File: src/rtl/mbox_pkg.sv
package mbox_pkg;

    localparam int unsigned BYTE_W     = 8;
    localparam int unsigned MSG_BYTES  = 8;
    localparam int unsigned OPND_BYTES = 4;
    localparam int unsigned OPND_FIRST = 1;
    localparam int unsigned IDX_W      = $clog2(MSG_BYTES);

    localparam logic [7:0] A_CTRL     = 8'h01;
    localparam logic [7:0] A_STAT     = 8'h02;
    localparam logic [7:0] A_OUT_BASE = 8'h30;
    localparam logic [7:0] A_IN_BASE  = 8'h38;
    localparam logic [7:0] A_SWI      = 8'h40;

    localparam logic [7:0] RING_VALUE = 8'h01;
    localparam logic [7:0] CTRL_RESET = 8'h10;
    localparam int unsigned MASK_BIT  = 4;
    localparam int unsigned FLAG_BIT  = 1;

    typedef enum logic [2:0] {
        SEL_NONE,
        SEL_CTRL,
        SEL_STAT,
        SEL_OUT,
        SEL_IN,
        SEL_SWI
    } reg_sel_e;

    typedef struct packed {
        reg_sel_e         sel;
        logic [IDX_W-1:0] idx;
    } reg_dec_t;

    function automatic reg_dec_t decode_addr(input logic [7:0] a);
        reg_dec_t   d;
        logic [7:0] off;
        d.sel = SEL_NONE;
        d.idx = '0;
        if (a == A_CTRL) begin
            d.sel = SEL_CTRL;
        end else if (a == A_STAT) begin
            d.sel = SEL_STAT;
        end else if (a == A_SWI) begin
            d.sel = SEL_SWI;
        end else if (a >= A_OUT_BASE && a < A_OUT_BASE + 8'(MSG_BYTES)) begin
            off   = a - A_OUT_BASE;
            d.sel = SEL_OUT;
            d.idx = off[IDX_W-1:0];
        end else if (a >= A_IN_BASE && a < A_IN_BASE + 8'(MSG_BYTES)) begin
            off   = a - A_IN_BASE;
            d.sel = SEL_IN;
            d.idx = off[IDX_W-1:0];
        end
        return d;
    endfunction

endpackage

File: src/rtl/mbox_inbound.sv
module mbox_inbound
    import mbox_pkg::*;
#(
    parameter int unsigned N = MSG_BYTES,
    parameter int unsigned W = BYTE_W,
    localparam int unsigned IW = $clog2(N)
) (
    input  logic                clk,
    input  logic                rst,
    input  logic                wr_en,
    input  logic [IW-1:0]       wr_idx,
    input  logic [W-1:0]        wr_data,
    output logic [N-1:0][W-1:0] bytes_q
);

    for (genvar i = 0; i < N; i++) begin : g_byte
        always_ff @(posedge clk) begin
            if (rst) begin
                bytes_q[i] <= '0;
            end else if (wr_en && wr_idx == IW'(i)) begin
                bytes_q[i] <= wr_data;
            end
        end
    end

endmodule

File: src/rtl/mbox_outbound.sv
module mbox_outbound
    import mbox_pkg::*;
#(
    parameter int unsigned N     = MSG_BYTES,
    parameter int unsigned W     = BYTE_W,
    parameter int unsigned FIRST = OPND_FIRST,
    parameter int unsigned OPB   = OPND_BYTES
) (
    input  logic                clk,
    input  logic                rst,
    input  logic                load,
    input  logic [OPB*W-1:0]    result,
    output logic [N-1:0][W-1:0] bytes_q
);

    for (genvar i = 0; i < N; i++) begin : g_byte
        if (i >= FIRST && i < FIRST + OPB) begin : g_lane
            always_ff @(posedge clk) begin
                if (rst) begin
                    bytes_q[i] <= '0;
                end else if (load) begin
                    bytes_q[i] <= result[(i-FIRST)*W +: W];
                end
            end
        end else begin : g_zero
            assign bytes_q[i] = '0;
        end
    end

    // least significant result byte lands in the first lane
    a_r6_low_lane: assert property (@(posedge clk) disable iff (rst)
        load |=> bytes_q[FIRST] == $past(result[W-1:0]));

    // most significant result byte lands in the last lane
    a_r6_high_lane: assert property (@(posedge clk) disable iff (rst)
        load |=> bytes_q[FIRST+OPB-1] == $past(result[OPB*W-1 -: W]));

endmodule

File: src/rtl/mbox_sequencer.sv
module mbox_sequencer (
    input  logic clk,
    input  logic rst,
    input  logic ring,
    input  logic fw_done,
    input  logic clr,
    output logic fw_bell,
    output logic busy,
    output logic done_flag
);

    logic busy_q, pend_q, bell_q, flag_q;
    logic busy_n, pend_n, bell_n, flag_n;
    logic accept;

    assign accept = fw_done && busy_q;

    always_comb begin
        busy_n = busy_q;
        pend_n = pend_q;
        bell_n = 1'b0;
        flag_n = flag_q;
        if (accept) begin
            flag_n = 1'b1;
            if (pend_q || ring) begin
                bell_n = 1'b1;
                pend_n = 1'b0;
            end else begin
                busy_n = 1'b0;
            end
        end else begin
            if (clr) flag_n = 1'b0;
            if (busy_q) begin
                if (ring) pend_n = 1'b1;
            end else if (ring) begin
                bell_n = 1'b1;
                busy_n = 1'b1;
            end
        end
    end

    always_ff @(posedge clk) begin
        if (rst) begin
            busy_q <= 1'b0;
            pend_q <= 1'b0;
            bell_q <= 1'b0;
            flag_q <= 1'b0;
        end else begin
            busy_q <= busy_n;
            pend_q <= pend_n;
            bell_q <= bell_n;
            flag_q <= flag_n;
        end
    end

    assign fw_bell   = bell_q;
    assign busy      = busy_q;
    assign done_flag = flag_q;

    // a stored request only exists behind a command in flight
    a_r9_pend_in_flight: assert property (@(posedge clk) disable iff (rst)
        pend_q |-> busy_q);

    // every pulse is caused by a doorbell or a completion
    a_r4_bell_cause: assert property (@(posedge clk) disable iff (rst)
        fw_bell |-> $past(ring || fw_done));

    // a pulse always marks a command as in flight
    a_r4_bell_busy: assert property (@(posedge clk) disable iff (rst)
        fw_bell |-> busy_q);

    // an accepted completion sets the flag
    a_r6_done_sets_flag: assert property (@(posedge clk) disable iff (rst)
        accept |=> done_flag);

    // a clearing write without completion clears the flag
    a_r7_w1c: assert property (@(posedge clk) disable iff (rst)
        (clr && !fw_done) |=> !done_flag);

endmodule

File: src/rtl/mbox_regfile.sv
module mbox_regfile
    import mbox_pkg::*;
(
    input  logic                       clk,
    input  logic                       rst,
    input  logic [7:0]                 bus_addr,
    input  logic [BYTE_W-1:0]          bus_wdata,
    input  logic                       bus_wr,
    input  logic                       bus_rd,
    output logic [BYTE_W-1:0]          bus_rdata,
    output logic                       fw_bell,
    output logic [BYTE_W-1:0]          fw_cmd,
    output logic [OPND_BYTES*BYTE_W-1:0] fw_operand,
    input  logic                       fw_done,
    input  logic [OPND_BYTES*BYTE_W-1:0] fw_result,
    output logic                       alert
);

    reg_dec_t dec;
    logic [BYTE_W-1:0] ctrl_q, swi_q;
    logic [MSG_BYTES-1:0][BYTE_W-1:0] in_bytes, out_bytes;
    logic ring, clr, busy, done_flag, in_wr;

    assign dec   = decode_addr(bus_addr);
    assign in_wr = bus_wr && dec.sel == SEL_IN;
    assign ring  = bus_wr && dec.sel == SEL_SWI && bus_wdata == RING_VALUE;
    assign clr   = bus_wr && dec.sel == SEL_STAT && bus_wdata[FLAG_BIT];

    always_ff @(posedge clk) begin
        if (rst) begin
            ctrl_q <= CTRL_RESET;
            swi_q  <= '0;
        end else if (bus_wr) begin
            if (dec.sel == SEL_CTRL) ctrl_q <= bus_wdata;
            if (dec.sel == SEL_SWI)  swi_q  <= bus_wdata;
        end
    end

    mbox_inbound #(.N(MSG_BYTES), .W(BYTE_W)) u_inbound (
        .clk     (clk),
        .rst     (rst),
        .wr_en   (in_wr),
        .wr_idx  (dec.idx),
        .wr_data (bus_wdata),
        .bytes_q (in_bytes)
    );

    mbox_sequencer u_seq (
        .clk       (clk),
        .rst       (rst),
        .ring      (ring),
        .fw_done   (fw_done),
        .clr       (clr),
        .fw_bell   (fw_bell),
        .busy      (busy),
        .done_flag (done_flag)
    );

    mbox_outbound #(
        .N(MSG_BYTES), .W(BYTE_W), .FIRST(OPND_FIRST), .OPB(OPND_BYTES)
    ) u_outbound (
        .clk     (clk),
        .rst     (rst),
        .load    (fw_done && busy),
        .result  (fw_result),
        .bytes_q (out_bytes)
    );

    assign fw_cmd = in_bytes[0];
    always_comb begin
        for (int k = 0; k < OPND_BYTES; k++) begin
            fw_operand[k*BYTE_W +: BYTE_W] = in_bytes[OPND_FIRST + k];
        end
    end

    assign alert = done_flag && !ctrl_q[MASK_BIT];

    always_comb begin
        bus_rdata = '0;
        if (bus_rd) begin
            case (dec.sel)
                SEL_CTRL: bus_rdata = ctrl_q;
                SEL_STAT: bus_rdata[FLAG_BIT] = done_flag;
                SEL_OUT:  bus_rdata = out_bytes[dec.idx];
                SEL_IN:   bus_rdata = in_bytes[dec.idx];
                SEL_SWI:  bus_rdata = swi_q;
                default:  bus_rdata = '0;
            endcase
        end
    end

    // alert only rises after a completion or a control write
    a_r8_alert_rise: assert property (@(posedge clk) disable iff (rst)
        $rose(alert) |-> ($past(fw_done) || $past(bus_wr && bus_addr == A_CTRL)));

    // completion without a command in flight leaves outbound data alone
    a_r10_stray_done: assert property (@(posedge clk) disable iff (rst)
        (fw_done && !busy) |=> $stable(out_bytes));

    // bus writes to outbound bytes have no effect
    a_r3_outbound_ro: assert property (@(posedge clk) disable iff (rst)
        (bus_wr && dec.sel == SEL_OUT && !fw_done) |=> $stable(out_bytes));

endmodule

File: config.mk
export PLATFORM = sky130hd
export DESIGN_NAME = mbox_regfile
export DESIGN_NICKNAME = d
export VERILOG_FILES = /design/src/rtl/mbox_pkg.sv /design/src/rtl/mbox_inbound.sv /design/src/rtl/mbox_outbound.sv /design/src/rtl/mbox_sequencer.sv /design/src/rtl/mbox_regfile.sv
export SDC_FILE = /design/constraint.sdc
export NUM_CORES = 1
export LEC_CHECK = 0
export ABC_AREA = 1
export BUFFER_PORTS_ARGS = -buffer_cell sky130_fd_sc_hd__buf_2
export CAP_MARGIN = 40
export CORE_ASPECT_RATIO = 0.8
export CORE_MARGIN = 2
export CORE_UTILIZATION = 50
export CTS_CLUSTER_DIAMETER = 60
export CTS_CLUSTER_SIZE = 20
export DETAILED_ROUTE_END_ITERATION = 16
export GPL_TIMING_DRIVEN = 0
export PLACE_DENSITY = 0.75
export SLEW_MARGIN = 25
export SYNTH_ARGS = -nofsm -noshare
export SYNTH_HDL_FRONTEND = slang
export SYNTH_HIERARCHICAL = 1
export SYNTH_SLANG_ARGS = --single-unit
export TNS_END_PERCENT = 20
File: constraint.sdc
create_clock -name clk -period 2.99 [get_ports clk]
set_clock_uncertainty 0.05 [all_clocks]
set_input_delay 0.4485 -clock clk [delete_from_list [all_inputs] [get_ports clk]]
set_output_delay 0.4485 -clock clk [all_outputs]
set_load 0.03 [all_outputs]
==> flow_summary.yaml, run 1 <==
outcome:
  status: "finished clean"
worst_setup_path:
  cp_max_fo: 10
  crit_family: "simple AND/OR/NAND/NOR gates"
  cp.required_ns: 2.49
  crit_type: "in2out"
  crit_slowest_cell: "clkbuf_1"
  worst_path_largest_cell_delay_ns: 0.49
  rrSetupSlack_ns: 1.78
  cp_common_cell: "nand3_1"
  crit_chain: "buf_2, nand2_1, inv_2, nand3_2, clkbuf_1, nand2_1, nand3_1, nand3_1, nand3_1, nand3_1, nand2_1, inv_1, buf_2"
  worst_setup_path_end_kind: "primary output"
  path_buf_inv: 5
  critPathLaunchType: "input port"
  cp_data_arrival_time_ns: 2.35
yosys:
  synth.avg_cell_area_um2: 5.92
  synth.yosys.warnings: 6
  ys_ff_latch: 116
  synth-seq-area-share_pct: 33.7
  syn-instance-count: 1164
  synth_area_mm2: 0.00689
  ys_types: 27
sta:
  relSlewSlack_pct: 56.5
  min_period_ns: 2.85
  max_freq_mhz: 351
  rsz0062_at_grt: "no"
  report.final.slew_viol_count: 0
  tns_ns: 0
  setup_violations: 0
  finalCritPeriodShare_pct: 95.4
  holdWs_ns: 0.266
  hold_violations: 0
  worst_pin_slew_ns: 0.650
route:
  ant_nets: 0
  vias_per_cell: 4.91
  post-route-drc-count: 0
  vias: 7402
  wirelength_um: 20100
  dr.pass1.iters: 6
  drt_iter0_markers: 613
  wl_per_cell_um: 13.3
floorplanning:
  coreArea_mm2: 0.0135
  die_h_um: 109
  io_pins: 103
  start_util_pct: 51.1
  dieArea_mm2: 0.0147
  rows: 38
  die_x_um: 135
power:
  seqPwrFrac_pct: 37.6
  power_frac_clock_pct: 55.1
  p_leak_nw: 4.16
  cellPowerDensity_mw_per_mm2: 491
  p_int_mw: 3.15
  sw_frac_of_total_pct: 23.6
  ir_drop_uv: 507
  switchingPower_uw: 972
  comb_power_share_pct: 7.3
clock_network:
  cts_max_path_buffers: 2
  clock-sinks: 116
  clk-insertion-delay-late_ns: 0.41
  numCtsBuffers: 17
  postCtsHoldBufs: 0
  cts-root-buf: "clkbuf_16"
  h-tree-depth: 4
  cts_setup_buffers: 0
  cts_tree: "yes"
  path_clk_slew_ns: 0.06
finish:
  num-fill-cells: 1344
  final_nets: 1367
  stdcell_area_mm2: 0.00840
  drive_gt1_share_pct: 16.3
  layout_commonest_cell: "nand2_1"
  layout_common_cells: "nand2_1 (298), nor2_1 (228), inv_1 (192)"
  antenna_cells: 0
  area_delta_synth_final_pct: 21.8
global_routing:
  grt_max_degree: 17
  grt_pass1_vias: 6548
  grt_util_all_layers_pct: 28.1
  grt_pass1_wl_um: 32100
  grt_overflow_total: 0
  antenna_found_initial: 0
placed_design:
  dpl_cell_area_mm2: 0.00774
  post-dp-hpwl_um: 14900
  globalplace.congestion: 0.910
  io_buffers: 100
job:
  drv_cap: 0
worst_hold_path:
  hold_class: "in2reg"
-- final timing paths --
| check | startpoint | to | cells past startpoint |
|---|---|---|---|
| worst max-delay path | bus_addr[5] | bus_rdata[6] | 13 |
| worst min-delay path | bus_wdata[4] | ctrl_q[4] | 3 |
| worst max register to register | u_seq/busy | u_outbound/bytes_q[10] | 7 |
| worst min register to register | swi_q[6] | swi_q[6] | 2 |
-- cell type report --
type	count	area, um^2	area share [%]
Tap cell	180	225	2.68
Clock buffer	18	429	5.11
Inverter	195	732	8.72
Buffer	83	539	6.42
Clock inverter	14	226	2.70
Multi-Input combinational cell	801	3420	40.7
Sequential cell	116	2320	27.7
Timing Repair Buffer	100	500	5.96
-- layer usage --
metal  routed length (um)  track usage, %  up-vias
li1                     -               -     3754
met1                 9530            39.7     3320
met3                 1720            5.95       29
met5                    0               0        -
met2                 8500            43.0      299
met4                  310            8.78        0
-- worst reg2reg max path, delay by kind of cell, from the launching register on --
| family | cells | cell delay (ns) |
|---|---|---|
| buffers and inverters | 3 | 0.39 |
| flip-flops | 1 | 0.39 |
| AND/OR/NAND/NOR | 4 | 0.28 |
-- cell usage after synthesis, drive strengths merged --
cell	count	share of area, %
nand2	300	16
nor2	241	14
inv	195	11
nand3	176	13
dfxtp	116	34
buf	73	7.2
o21ai	17	1.2
nand4	14	1.3
clkbuf	10	0.54
a21oi	7	0.51
or2	7	0.64
nor3	5	0.36
conb	1	0.054
nor4	1	0.091
o22ai	1	0.091
-- per-stage QoR --
step / worst slack, ns / instances / power [mW] / util (%)
floorplan: 0.819 / 1195 / 1.78 / -
global placement: 0.178 / 1475 / 1.87 / 57.3
detailed placement: 0.193 / 1475 / 1.87 / 57.3
CTS: 0.146 / 1507 / 4.13 / 62.1
global route: 0.0459 / 1507 / 4.24 / 62.2
finish: 0.139 / 1507 / 4.12 / 62.2
-- power groups by stage --
| stage | sequential (mW) | clock (mW) | combinational, mW |
|---|---|---|---|
| after floorplan | 1.59 | 0 | 0.189 |
| after global placement | 1.58 | 0 | 0.286 |
| after detailed placement | 1.58 | 0 | 0.288 |
| after CTS | 1.55 | 2.29 | 0.290 |
| after global routing | 1.55 | 2.36 | 0.331 |
| final | 1.55 | 2.27 | 0.299 |
-- logic make-up after synthesis --
group | after synthesis | synth area share, %
simple gates | 744 | 46.0
buf+inv | 278 | 18.4
compound gates | 25 | 1.83
flops | 116 | 33.7
other cells | 1 | 0.0544
-- flip-flops by register name, indices dropped and copies added (netlist names) --
| name | flops |
|---|---|
| u_outbound/bytes_q | 32 |
| u_seq/fw_bell | 1 |
| u_inbound/bytes_q | 64 |
| ctrl_q | 8 |
| u_seq/pend_q | 1 |
| swi_q | 8 |
| u_seq/done_flag | 1 |
| u_seq/busy | 1 |
-- what timing repair did --
action | CTS | global route
endpoints found under the hold margin | 0 | 0
setup endpoints to repair | 0 | 1
resized for setup | 0 | 2
(Power assumes the default switching activity.)
==> run 2: changes to the inputs <==
==> constraint.sdc (replaced) <==
create_clock -name clk -period 2.99 [get_ports clk]
set_clock_uncertainty 0.05 [all_clocks]
set_input_delay 0.4485 -clock clk [delete_from_list [all_inputs] [get_ports clk]]
set_output_delay 0.4485 -clock clk [all_outputs]
set_load 0.1 [all_outputs]
==> run 2 against run 1 <==
  * Non-clock buffer count stayed put
  * Maximum frequency is 2.9% lower
  * Largest power group unchanged
  * Die area stayed put
  * Clock-buffer cell count stayed put
  * Critical path depth is 1 lower
  * Via count is 0.54% higher
  * Worst setup slack worse by 0.086 ns
  * Final cell count stayed put
==> flow_summary.yaml, run 2 (same netlist as run 1, synthesis figures left out) <==
finish:
  final_cells: 1507
  finish.utilization_pct: 62.3
  layout_commonest_cell: "nand2_1"
  final_nets: 1367
  top_register: "u_inbound/bytes_q"
  drive_gt1_share_pct: 16.5
  layout_common_cells: "nand2_1 (298), nor2_1 (228), inv_1 (192)"
  largest_reg_flops: 64
  top_regs: "u_inbound/bytes_q (64), u_outbound/bytes_q (32)"
  num-fill-cells: 1346
  area_delta_synth_final_pct: 22.1
  antenna_cells: 0
  stdcell_area_mm2: 0.00842
worst_setup_path:
  cp_data_arrival_time_ns: 2.44
  cp.required_ns: 2.49
  critPathLaunchType: "input port"
  worst_setup_path_end_kind: "primary output"
  crit_chain: "buf_2, nor2_4, nand3_2, clkbuf_1, nand2_1, nand3_1, nand3_1, nand3_1, nand3_1, nand2_1, inv_1, buf_4"
  crit_slowest_cell: "clkbuf_1"
  cp_common_cell: "nand3_1"
  cp_max_fo: 10
  worst_path_largest_cell_delay_ns: 0.35
  crit_type: "in2out"
floorplanning:
  die_x_um: 135
  dieArea_mm2: 0.0147
  coreArea_mm2: 0.0135
  io_pins: 103
  die_h_um: 109
  rows: 38
  start_util_pct: 51.1
worst_hold_path:
  hold_class: "in2reg"
route:
  post-route-drc-count: 0
  vias_per_cell: 4.94
  ant_nets: 0
  dr.pass1.iters: 5
  vias: 7442
  drt_iter0_markers: 561
  wl_per_cell_um: 13.3
  wirelength_um: 20100
global_routing:
  grt_util_all_layers_pct: 28.1
  grt_overflow_total: 0
  grt_use_met2_pct: 43.1
  grt_pass1_wl_um: 32100
  grt_pass1_vias: 6552
  grt_max_degree: 17
  grt_use_met1_pct: 39.5
  antenna_found_initial: 0
  grtUsageMet3_pct: 6.28
  busiest_layer: "met2"
placed_design:
  post-dp-hpwl_um: 14900
  io_buffers: 100
  globalplace.congestion: 0.910
  place_ws_ns: -0.0369
  dpl_cell_area_mm2: 0.00774
  numPlacedInstances: 1475
sta:
  worst_pin_slew_ns: 0.620
  holdWs_ns: 0.264
  finalCritPeriodShare_pct: 98.3
  max_freq_mhz: 340
  rsz0062_at_grt: "no"
  min_period_ns: 2.94
  setup_violations: 0
  tns_ns: 0
  report.final.slew_viol_count: 0
  relSlewSlack_pct: 58.5
  worst_slack_ns: 0.0522
  hold_violations: 0
power:
  p_leak_nw: 4.16
  finalPower_mw: 4.13
  cellPowerDensity_mw_per_mm2: 491
  ir_drop_uv: 507
job:
  drv_cap: 0
clock_network:
  cts-root-buf: "clkbuf_16"
  path_clk_slew_ns: 0.05
  clk-insertion-delay-late_ns: 0.42
  clock-sinks: 116
  postCtsHoldBufs: 0
  numCtsBuffers: 17
  cts_max_path_buffers: 2
  h-tree-depth: 4
  cts_tree: "yes"
outcome:
  status: "finished clean"
## run 2: layout make-up
cell class / instances / area (um^2) / share of cell area (%)
flip-flops and latches: 116 / 2320 / 27.6
repair buffers: 100 / 519 / 6.17
inverters: 195 / 732 / 8.70
multi-input cells: 801 / 3420 / 40.6
well taps: 180 / 225 / 2.68
clock buffers: 18 / 429 / 5.10
plain buffers: 83 / 543 / 6.45
clock inverters: 14 / 226 / 2.69
## run 2: timing repair
item	4_1_cts	5_1_grt
endpoints found under the setup margin	4	8
setup buffers	0	0
resized for setup	5	10
## run 2: path summary, 6_finish.rpt
path / end / depth (start not counted) / slack (ns) / from
worst max register to register: u_outbound/bytes_q[10] / 7 / 1.79 / u_seq/busy
worst max-delay path: bus_rdata[6] / 12 / 0.05 / bus_addr[7]
worst min register to register: swi_q[6] / 2 / 0.40 / swi_q[6]
worst min-delay path: ctrl_q[4] / 3 / 0.26 / bus_wdata[4]
## run 2: layer usage
layer	wire length, um	vias to the layer above
li1	-	3756
met5	0	-
met3	1880	26
met1	9310	3321
met4	299	0
met2	8590	339
## run 2: power by group
group          internal, mW  leakage, nW  total (mW)  switching (mW)
Combinational         0.110         2.92       0.312           0.202
Sequential             1.55        0.934        1.55         0.00138
Clock                  1.49        0.311        2.27           0.780
## run 2: worst max-delay path: cells and delay by family
kind	cells	cell delay, ns
and+or+nand+nor	8	1.13
buffers and inverters	4	0.84
